===== config.mk =====
export PLATFORM = sky130hd
export DESIGN_NAME = lp_pwm_timer
export DESIGN_NICKNAME = d
export VERILOG_FILES = /design/src/rtl/lpt_pkg.sv /design/src/rtl/lpt_shadow_reg.sv /design/src/rtl/lpt_regs.sv /design/src/rtl/lpt_prescaler.sv /design/src/rtl/lpt_counter.sv /design/src/rtl/lp_pwm_timer.sv
export SDC_FILE = /design/constraint.sdc
export NUM_CORES = 1
export LEC_CHECK = 0
export CORE_MARGIN = 2
export CORE_UTILIZATION = 58
export CTS_CLUSTER_DIAMETER = 80
export DETAILED_ROUTE_END_ITERATION = 6
export DONT_BUFFER_PORTS = 1
export PLACE_DENSITY = 0.81
export SYNTH_ARGS = -nofsm -noshare
export SYNTH_HDL_FRONTEND = slang
export SYNTH_SLANG_ARGS = --single-unit

===== constraint.sdc =====
create_clock -name clk -period 2.2 [get_ports clk]
set_input_delay 0.44 -clock clk [delete_from_list [all_inputs] [get_ports clk]]
set_output_delay 0.44 -clock clk [all_outputs]
set_load 0.03 [all_outputs]

===== src/rtl/lpt_pkg.sv =====
package lpt_pkg;
  localparam int ADDR_W = 3;

  typedef enum logic [ADDR_W-1:0] {
    A_CTRL   = 3'd0,
    A_CFG    = 3'd1,
    A_RELOAD = 3'd2,
    A_CMP    = 3'd3,
    A_STAT   = 3'd4,
    A_CLR    = 3'd5
  } reg_addr_e;

  // index of each confirmed register in the shadow array and status word
  localparam int SH_RELOAD = 0;
  localparam int SH_CMP    = 1;
  localparam int N_SHADOW  = 2;
endpackage


===== src/rtl/lpt_shadow_reg.sv =====
module lpt_shadow_reg #(
  parameter int DATA_W = 16
) (
  input  logic              clk,
  input  logic              rst_n,
  input  logic              accept,
  input  logic [DATA_W-1:0] wdata,
  input  logic              clr,
  output logic [DATA_W-1:0] value,
  output logic              ok
);
  logic              pend_q, pend_d;
  logic [DATA_W-1:0] pdat_q, pdat_d;
  logic [DATA_W-1:0] val_q, val_d;
  logic              ok_q, ok_d;

  always_comb begin
    pend_d = accept;
    pdat_d = pdat_q;
    if (accept) pdat_d = wdata;
    val_d = val_q;
    if (pend_q) val_d = pdat_q;
    ok_d = ok_q & ~clr;
    if (pend_q) ok_d = 1'b1;
  end

  always_ff @(posedge clk or negedge rst_n) begin
    if (!rst_n) begin
      pend_q <= 1'b0;
      pdat_q <= '0;
      val_q  <= '0;
      ok_q   <= 1'b0;
    end else begin
      pend_q <= pend_d;
      pdat_q <= pdat_d;
      val_q  <= val_d;
      ok_q   <= ok_d;
    end
  end

  assign value = val_q;
  assign ok    = ok_q;

  AST_OK_LATENCY: assert property (@(posedge clk) disable iff (!rst_n)
    $rose(ok_q) |-> $past(accept, 2));
  AST_VAL_ONLY_ON_LAND: assert property (@(posedge clk) disable iff (!rst_n)
    !$stable(val_q) |-> $past(accept, 2));
  AST_CLR_TAKES: assert property (@(posedge clk) disable iff (!rst_n)
    (clr && !pend_q) |=> !ok_q);
  AST_SET_BEATS_CLR: assert property (@(posedge clk) disable iff (!rst_n)
    ($past(accept) && clr) |=> ok_q);
endmodule


===== src/rtl/lpt_regs.sv =====
module lpt_regs
  import lpt_pkg::*;
#(
  parameter int DATA_W = 16,
  parameter int PSC_W  = 3
) (
  input  logic              clk,
  input  logic              rst_n,
  input  logic              wr_en,
  input  logic              rd_en,
  input  logic [ADDR_W-1:0] addr,
  input  logic [DATA_W-1:0] wdata,
  output logic [DATA_W-1:0] rdata,
  output logic              run,
  output logic [PSC_W-1:0]  psc_sel,
  output logic              pol,
  output logic [DATA_W-1:0] reload,
  output logic [DATA_W-1:0] compare
);
  logic             en_q, en_d;
  logic             run_q, run_d;
  logic [PSC_W-1:0] psc_q, psc_d;
  logic             pol_q, pol_d;

  logic                          wr_ctrl, wr_cfg, wr_clr;
  logic [N_SHADOW-1:0]           sh_acc, sh_clr, sh_ok;
  logic [N_SHADOW-1:0][DATA_W-1:0] sh_val;

  assign wr_ctrl = wr_en && (addr == A_CTRL);
  assign wr_cfg  = wr_en && (addr == A_CFG) && !en_q;
  assign wr_clr  = wr_en && (addr == A_CLR);

  assign sh_acc[SH_RELOAD] = wr_en && (addr == A_RELOAD) && en_q;
  assign sh_acc[SH_CMP]    = wr_en && (addr == A_CMP)    && en_q;

  always_comb begin
    en_d  = en_q;
    run_d = run_q;
    psc_d = psc_q;
    pol_d = pol_q;
    if (wr_ctrl) begin
      en_d  = wdata[0];
      run_d = wdata[0] & wdata[1];
    end
    if (wr_cfg) begin
      psc_d = wdata[PSC_W-1:0];
      pol_d = wdata[PSC_W];
    end
  end

  always_ff @(posedge clk or negedge rst_n) begin
    if (!rst_n) begin
      en_q  <= 1'b0;
      run_q <= 1'b0;
      psc_q <= '0;
      pol_q <= 1'b0;
    end else begin
      en_q  <= en_d;
      run_q <= run_d;
      psc_q <= psc_d;
      pol_q <= pol_d;
    end
  end

  for (genvar i = 0; i < N_SHADOW; i++) begin : g_shadow
    assign sh_clr[i] = wr_clr && wdata[i];
    lpt_shadow_reg #(.DATA_W(DATA_W)) u_sh (
      .clk    (clk),
      .rst_n  (rst_n),
      .accept (sh_acc[i]),
      .wdata  (wdata),
      .clr    (sh_clr[i]),
      .value  (sh_val[i]),
      .ok     (sh_ok[i])
    );
  end

  always_comb begin
    rdata = '0;
    if (rd_en) begin
      case (addr)
        A_CTRL:   rdata[1:0] = {run_q, en_q};
        A_CFG:    rdata[PSC_W:0] = {pol_q, psc_q};
        A_RELOAD: rdata = sh_val[SH_RELOAD];
        A_CMP:    rdata = sh_val[SH_CMP];
        A_STAT:   rdata[N_SHADOW-1:0] = sh_ok;
        default:  rdata = '0;
      endcase
    end
  end

  assign run     = run_q;
  assign psc_sel = psc_q;
  assign pol     = pol_q;
  assign reload  = sh_val[SH_RELOAD];
  assign compare = sh_val[SH_CMP];

  AST_CFG_LOCKED: assert property (@(posedge clk) disable iff (!rst_n)
    !$stable({pol_q, psc_q}) |-> $past(wr_en && (addr == A_CFG) && !en_q));
  AST_RUN_NEEDS_EN: assert property (@(posedge clk) disable iff (!rst_n)
    run_q |-> en_q);
  AST_NO_FLAG_WHEN_OFF: assert property (@(posedge clk) disable iff (!rst_n)
    (!en_q && !$past(en_q) && !$past(sh_ok[SH_RELOAD])) |-> !sh_ok[SH_RELOAD]);
endmodule


===== src/rtl/lpt_prescaler.sv =====
module lpt_prescaler #(
  parameter int PSC_W = 3
) (
  input  logic             clk,
  input  logic             rst_n,
  input  logic             run,
  input  logic [PSC_W-1:0] sel,
  output logic             tick
);
  localparam int DIV_W = (1 << PSC_W) - 1;

  logic [DIV_W-1:0] div_q, div_d, lim;

  assign lim  = ~({DIV_W{1'b1}} << sel);
  assign tick = run && (div_q == lim);

  always_comb begin
    div_d = div_q;
    if (!run)      div_d = '0;
    else if (tick) div_d = '0;
    else           div_d = div_q + 1'b1;
  end

  always_ff @(posedge clk or negedge rst_n) begin
    if (!rst_n) div_q <= '0;
    else        div_q <= div_d;
  end

  AST_DIV_BOUND: assert property (@(posedge clk) disable iff (!rst_n)
    run |-> (div_q <= lim));
  AST_DIV_IDLE: assert property (@(posedge clk) disable iff (!rst_n)
    !run |=> (div_q == '0));
endmodule


===== src/rtl/lpt_counter.sv =====
module lpt_counter #(
  parameter int DATA_W = 16
) (
  input  logic              clk,
  input  logic              rst_n,
  input  logic              run,
  input  logic              tick,
  input  logic [DATA_W-1:0] reload,
  input  logic [DATA_W-1:0] compare,
  input  logic              pol,
  output logic              pwm
);
  logic [DATA_W-1:0] cnt_q, cnt_d;
  logic              raw;

  always_comb begin
    cnt_d = cnt_q;
    if (!run)                   cnt_d = '0;
    else if (tick) begin
      if (cnt_q >= reload)      cnt_d = '0;
      else                      cnt_d = cnt_q + 1'b1;
    end
  end

  always_ff @(posedge clk or negedge rst_n) begin
    if (!rst_n) cnt_q <= '0;
    else        cnt_q <= cnt_d;
  end

  assign raw = run && (cnt_q > compare);
  assign pwm = raw ^ pol;

  AST_CNT_STEP: assert property (@(posedge clk) disable iff (!rst_n)
    (run && $past(run) && cnt_q != '0) |->
      (cnt_q == $past(cnt_q) || cnt_q == $past(cnt_q) + 1'b1));
  AST_IDLE_LEVEL: assert property (@(posedge clk) disable iff (!rst_n)
    !run |-> (pwm == pol));
endmodule


===== src/rtl/lp_pwm_timer.sv =====
module lp_pwm_timer
  import lpt_pkg::*;
#(
  parameter int DATA_W = 16,
  parameter int PSC_W  = 3
) (
  input  logic              clk,
  input  logic              rst_n,
  input  logic              wr_en,
  input  logic              rd_en,
  input  logic [2:0]        addr,
  input  logic [DATA_W-1:0] wdata,
  output logic [DATA_W-1:0] rdata,
  output logic              pwm_out
);
  logic              run, pol, tick;
  logic [PSC_W-1:0]  psc_sel;
  logic [DATA_W-1:0] reload, compare;

  lpt_regs #(.DATA_W(DATA_W), .PSC_W(PSC_W)) u_regs (
    .clk     (clk),
    .rst_n   (rst_n),
    .wr_en   (wr_en),
    .rd_en   (rd_en),
    .addr    (addr),
    .wdata   (wdata),
    .rdata   (rdata),
    .run     (run),
    .psc_sel (psc_sel),
    .pol     (pol),
    .reload  (reload),
    .compare (compare)
  );

  lpt_prescaler #(.PSC_W(PSC_W)) u_psc (
    .clk   (clk),
    .rst_n (rst_n),
    .run   (run),
    .sel   (psc_sel),
    .tick  (tick)
  );

  lpt_counter #(.DATA_W(DATA_W)) u_cnt (
    .clk     (clk),
    .rst_n   (rst_n),
    .run     (run),
    .tick    (tick),
    .reload  (reload),
    .compare (compare),
    .pol     (pol),
    .pwm     (pwm_out)
  );
endmodule


==> qor.txt <==
initial detailed-routing violation count = 451
max_slew headroom = 0.624
clock transition at the register clock pins on the worst setup and hold paths after CTS = 0.10 ns
data arrival time of the worst path = 2.28 ns
Antenna Violating Nets Remaining = 0
routability cong. = 0.966
TritonCTS clock tree = yes
RSZ-0062 raised after global routing = yes
post-layout instance area = 6250 sq um
total nets after synthesis = 572
highest-count cells in the layout ignoring fill and taps = 97 x sky130_fd_sc_hd__dfrtp_1, 63 x sky130_fd_sc_hd__buf_4, 46 x sky130_fd_sc_hd__o21ai_0
count of port buffers added during placement = 0
run status = complete, but fails checks
Reg power frac = 0.430
Syn Area/Cell = 10.1 sq um
post-detailed-placement cell area = 5690 sq um
cell row count = 34
number of iterations in the first detailed-routing pass = 6
Buffers & Inverters on Critical Path = 2
HPWL after detailed placement = 8.58 mm
max-cap viol count = 0
worst setup slack for register-to-register paths = -0.05 ns
sinks on the clock net = 97
clock buffer depth = 2
internal power summed over all cells = 0.00369 W
element type at the critical path start = flop
core area = 8720 sq um
number of antenna repair diodes = 0
CP required = 1.76 ns
clk root buf = sky130_fd_sc_hd__clkbuf_8
top post-synthesis cells by area = sky130_fd_sc_hd__dfrtp_1 47%, sky130_fd_sc_hd__mux2_2 8.9%, sky130_fd_sc_hd__ha_1 8.2%, sky130_fd_sc_hd__o21ai_0 5.3%, sky130_fd_sc_hd__nand2_1 3.3%
vias after detailed routing = 4272
count of final max-slew check failures = 0
Routed WL per cell = 19.4 um
cell type of the slowest stage on the worst timing path = sky130_fd_sc_hd__dfrtp_1
Comb pwr share = 0.354
transition time at the pin with the least slew margin = 0.560 ns
total number of nets in the final design = 634
chip width = 98.6 um
Critical Setup Path Class = flop to output pin
worst ir drop on vdd = 0.550 mV
count of different cell masters after synthesis = 44
maximum frequency from static timing analysis = 0.367 GHz
DRC violations left = 0
area of all sequential standard cells = 2430 sq um
largest net degree at the start of global routing = 98
post-synthesis cell count = 515
first-pass GRT wire length = 20.3 mm
worst-path cell chain = inv_1, ha_1, nand4_1, nor3_2, a21oi_1, a21oi_2, xor2_2, buf_6
synthesis-stage register bit count = 97
switching power total = 0.00202 W
starting density of the core = 0.596
Setup crit end kind = output pin
most common library cell in the layout ignoring fill and taps = sky130_fd_sc_hd__dfrtp_1
delay contributed by the slowest stage of the critical path = 0.37 ns
power per standard cell area = 913 nW/um^2
Max Fanout on Critical Path = 4
Yosys warning count = 0
area of the die = 9730 sq um
hold crit path type = primary input to async pin
Synth top area share = 0.467
final routed wirelength across all metal layers = 13.4 mm
standby leakage power = 2.83 nW
Worst Setup Slack, final = -0.523 ns
GR Util All Layers = 0.263
switching part of the total = 0.353
Clk pwr share = 0.216
proportion of layout cells with a drive suffix above 1 = 0.278
area of the multi-input gates = 2740 sq um
clock latency of the later-clocked register in the worst-skew pair = 0.37 ns
fill count = 571
post-synthesis instance area = 5190 sq um
cell family contributing the most delay on the critical path = simple AND/OR/NAND/NOR gates
Finish-stage setup viols = 6
violated checks = hold timing, setup timing
detailed-route vias per instance = 6.19
Synth-to-Final Area Change = 20.3%
# IOs = 40
gr ovfl total = 0
height of the chip = 98.6 um
initial antenna violation count = 0
Num CTS Buffers = 9
via count of the first global-routing pass = 4200
post-synthesis cell type with the largest combined area = sky130_fd_sc_hd__dfrtp_1
accumulated negative setup slack = -0.642 ns
number of hold violations in the final report = 97
Seq/Total Area, Yosys = 0.467
depth of the CTS H-tree = 3
post-route minimum period = 2.72 ns
Fin Clk Skew = 0.00778 ns
final hold slack = -0.252 ns
period utilisation layout = 1.24
==> state kept, by name, indices dropped and copies added (netlist names) <==
name and flops:
u_regs.run 1, u_cnt.cnt_q 16, u_regs.g_shadow.u_sh.pend_q 2, u_psc.div_q 7
u_regs.pol 1, u_regs.en_q 1, u_regs.g_shadow.u_sh.value 32, u_regs.g_shadow.u_sh.ok 2
u_regs.g_shadow.u_sh.pdat_q 32, u_regs.psc_sel 3
==> power by group through the flow <==
| stage | combinational, W | sequential [W] | clock (W) |
|---|---|---|---|
| after floorplan | 0.00110 | 0.00240 | 0 |
| after global routing | 0.00215 | 0.00250 | 0.00131 |
| after detailed placement | 0.00155 | 0.00247 | 0 |
| final | 0.00202 | 0.00245 | 0.00123 |
| after CTS | 0.00167 | 0.00244 | 0.00125 |
| after global placement | 0.00148 | 0.00244 | 0 |
==> per-stage QoR <==
step	hold WS, ns	cells	setup WS (ns)	total power, W	util
CTS	-0.256	683	-0.360	0.00535	0.693
global placement	0.147	661	-0.0350	0.00393	0.652
detailed placement	0.146	661	-0.0806	0.00402	0.652
finish	-0.252	690	-0.523	0.00570	0.716
floorplan	0.144	515	0.0383	0.00350	-
global route	-0.271	690	-0.621	0.00597	0.716
==> path summary, 6_finish.rpt <==
path,startpoint,to,depth (start not counted)
worst max-delay path,u_regs.g_shadow[1].u_sh.value[14],pwm_out,8
worst min-delay path,rst_n,u_regs.g_shadow[0].u_sh.pdat_q[6],0
worst max register to register,u_cnt.cnt_q[1],u_cnt.cnt_q[5],9
worst min register to register,u_regs.g_shadow[0].u_sh.pdat_q[13],u_regs.g_shadow[0].u_sh.value[13],2
max in group asynchronous,rst_n,u_cnt.cnt_q[15],0
min in group clk,wdata[12],u_regs.g_shadow[1].u_sh.pdat_q[12],1
==> metal layers <==
metal,vias to the layer above,track usage,wire [um]
li1,1926,-,-
met1,2100,0.351,5310
met2,201,0.423,6620
met3,45,0.0617,1020
met4,0,0.0927,421
met5,-,0,0
==> kinds of logic (layout without fill, tap and decap cells) <==
logic type	count (synthesis)	after routing	share of synthesized area
AO/OA/AOI/OAI	108	108	0.130
AND/OR/NAND/NOR	152	152	0.139
multiplexers	55	55	0.121
flip-flops	97	97	0.467
buffers and inverters	63	130	0.0506
adder cells (fa/ha/maj)	34	34	0.0819
XOR/XNOR	6	6	0.0101
==> cell usage after synthesis (all sizes together) <==
master / count
o211a: 1
o311ai: 1
buf: 10
inv: 42
a2111oi: 1
and3: 6
a22oi: 4
a211o: 1
a21boi: 3
mux2: 41
nor3: 10
o21ai: 55
nand2b: 6
and4b: 1
nor4: 6
o41ai: 1
mux4: 2
nor2b: 10
dfrtp: 97
ha: 34
xor2: 2
nand3b: 1
o211ai: 4
clkbuf: 11
or3: 1
mux2i: 12
a22o: 10
and4: 1
a21o: 3
xnor2: 4
nand4: 8
a21oi: 17
nand2: 46
nor2: 39
o31ai: 2
nand3: 14
o2111ai: 2
and2: 3
a31oi: 3
==> cell type report <==
type	count	area share
Tap cell	108	0.0216
Clock inverter	7	0.0138
Clock buffer	9	0.0198
Timing Repair Buffer	72	0.0933
Multi-Input combinational cell	355	0.438
Inverter	42	0.0252
Sequential cell	97	0.388
==> what timing repair did <==
action,in CTS,in global routing
buffers inserted,6,7
pin swaps,15,22
endpoints found under the hold margin,97,97
endpoints found under the setup margin,12,18
resized for setup,15,34
Power figures use the tool's default switching activity.
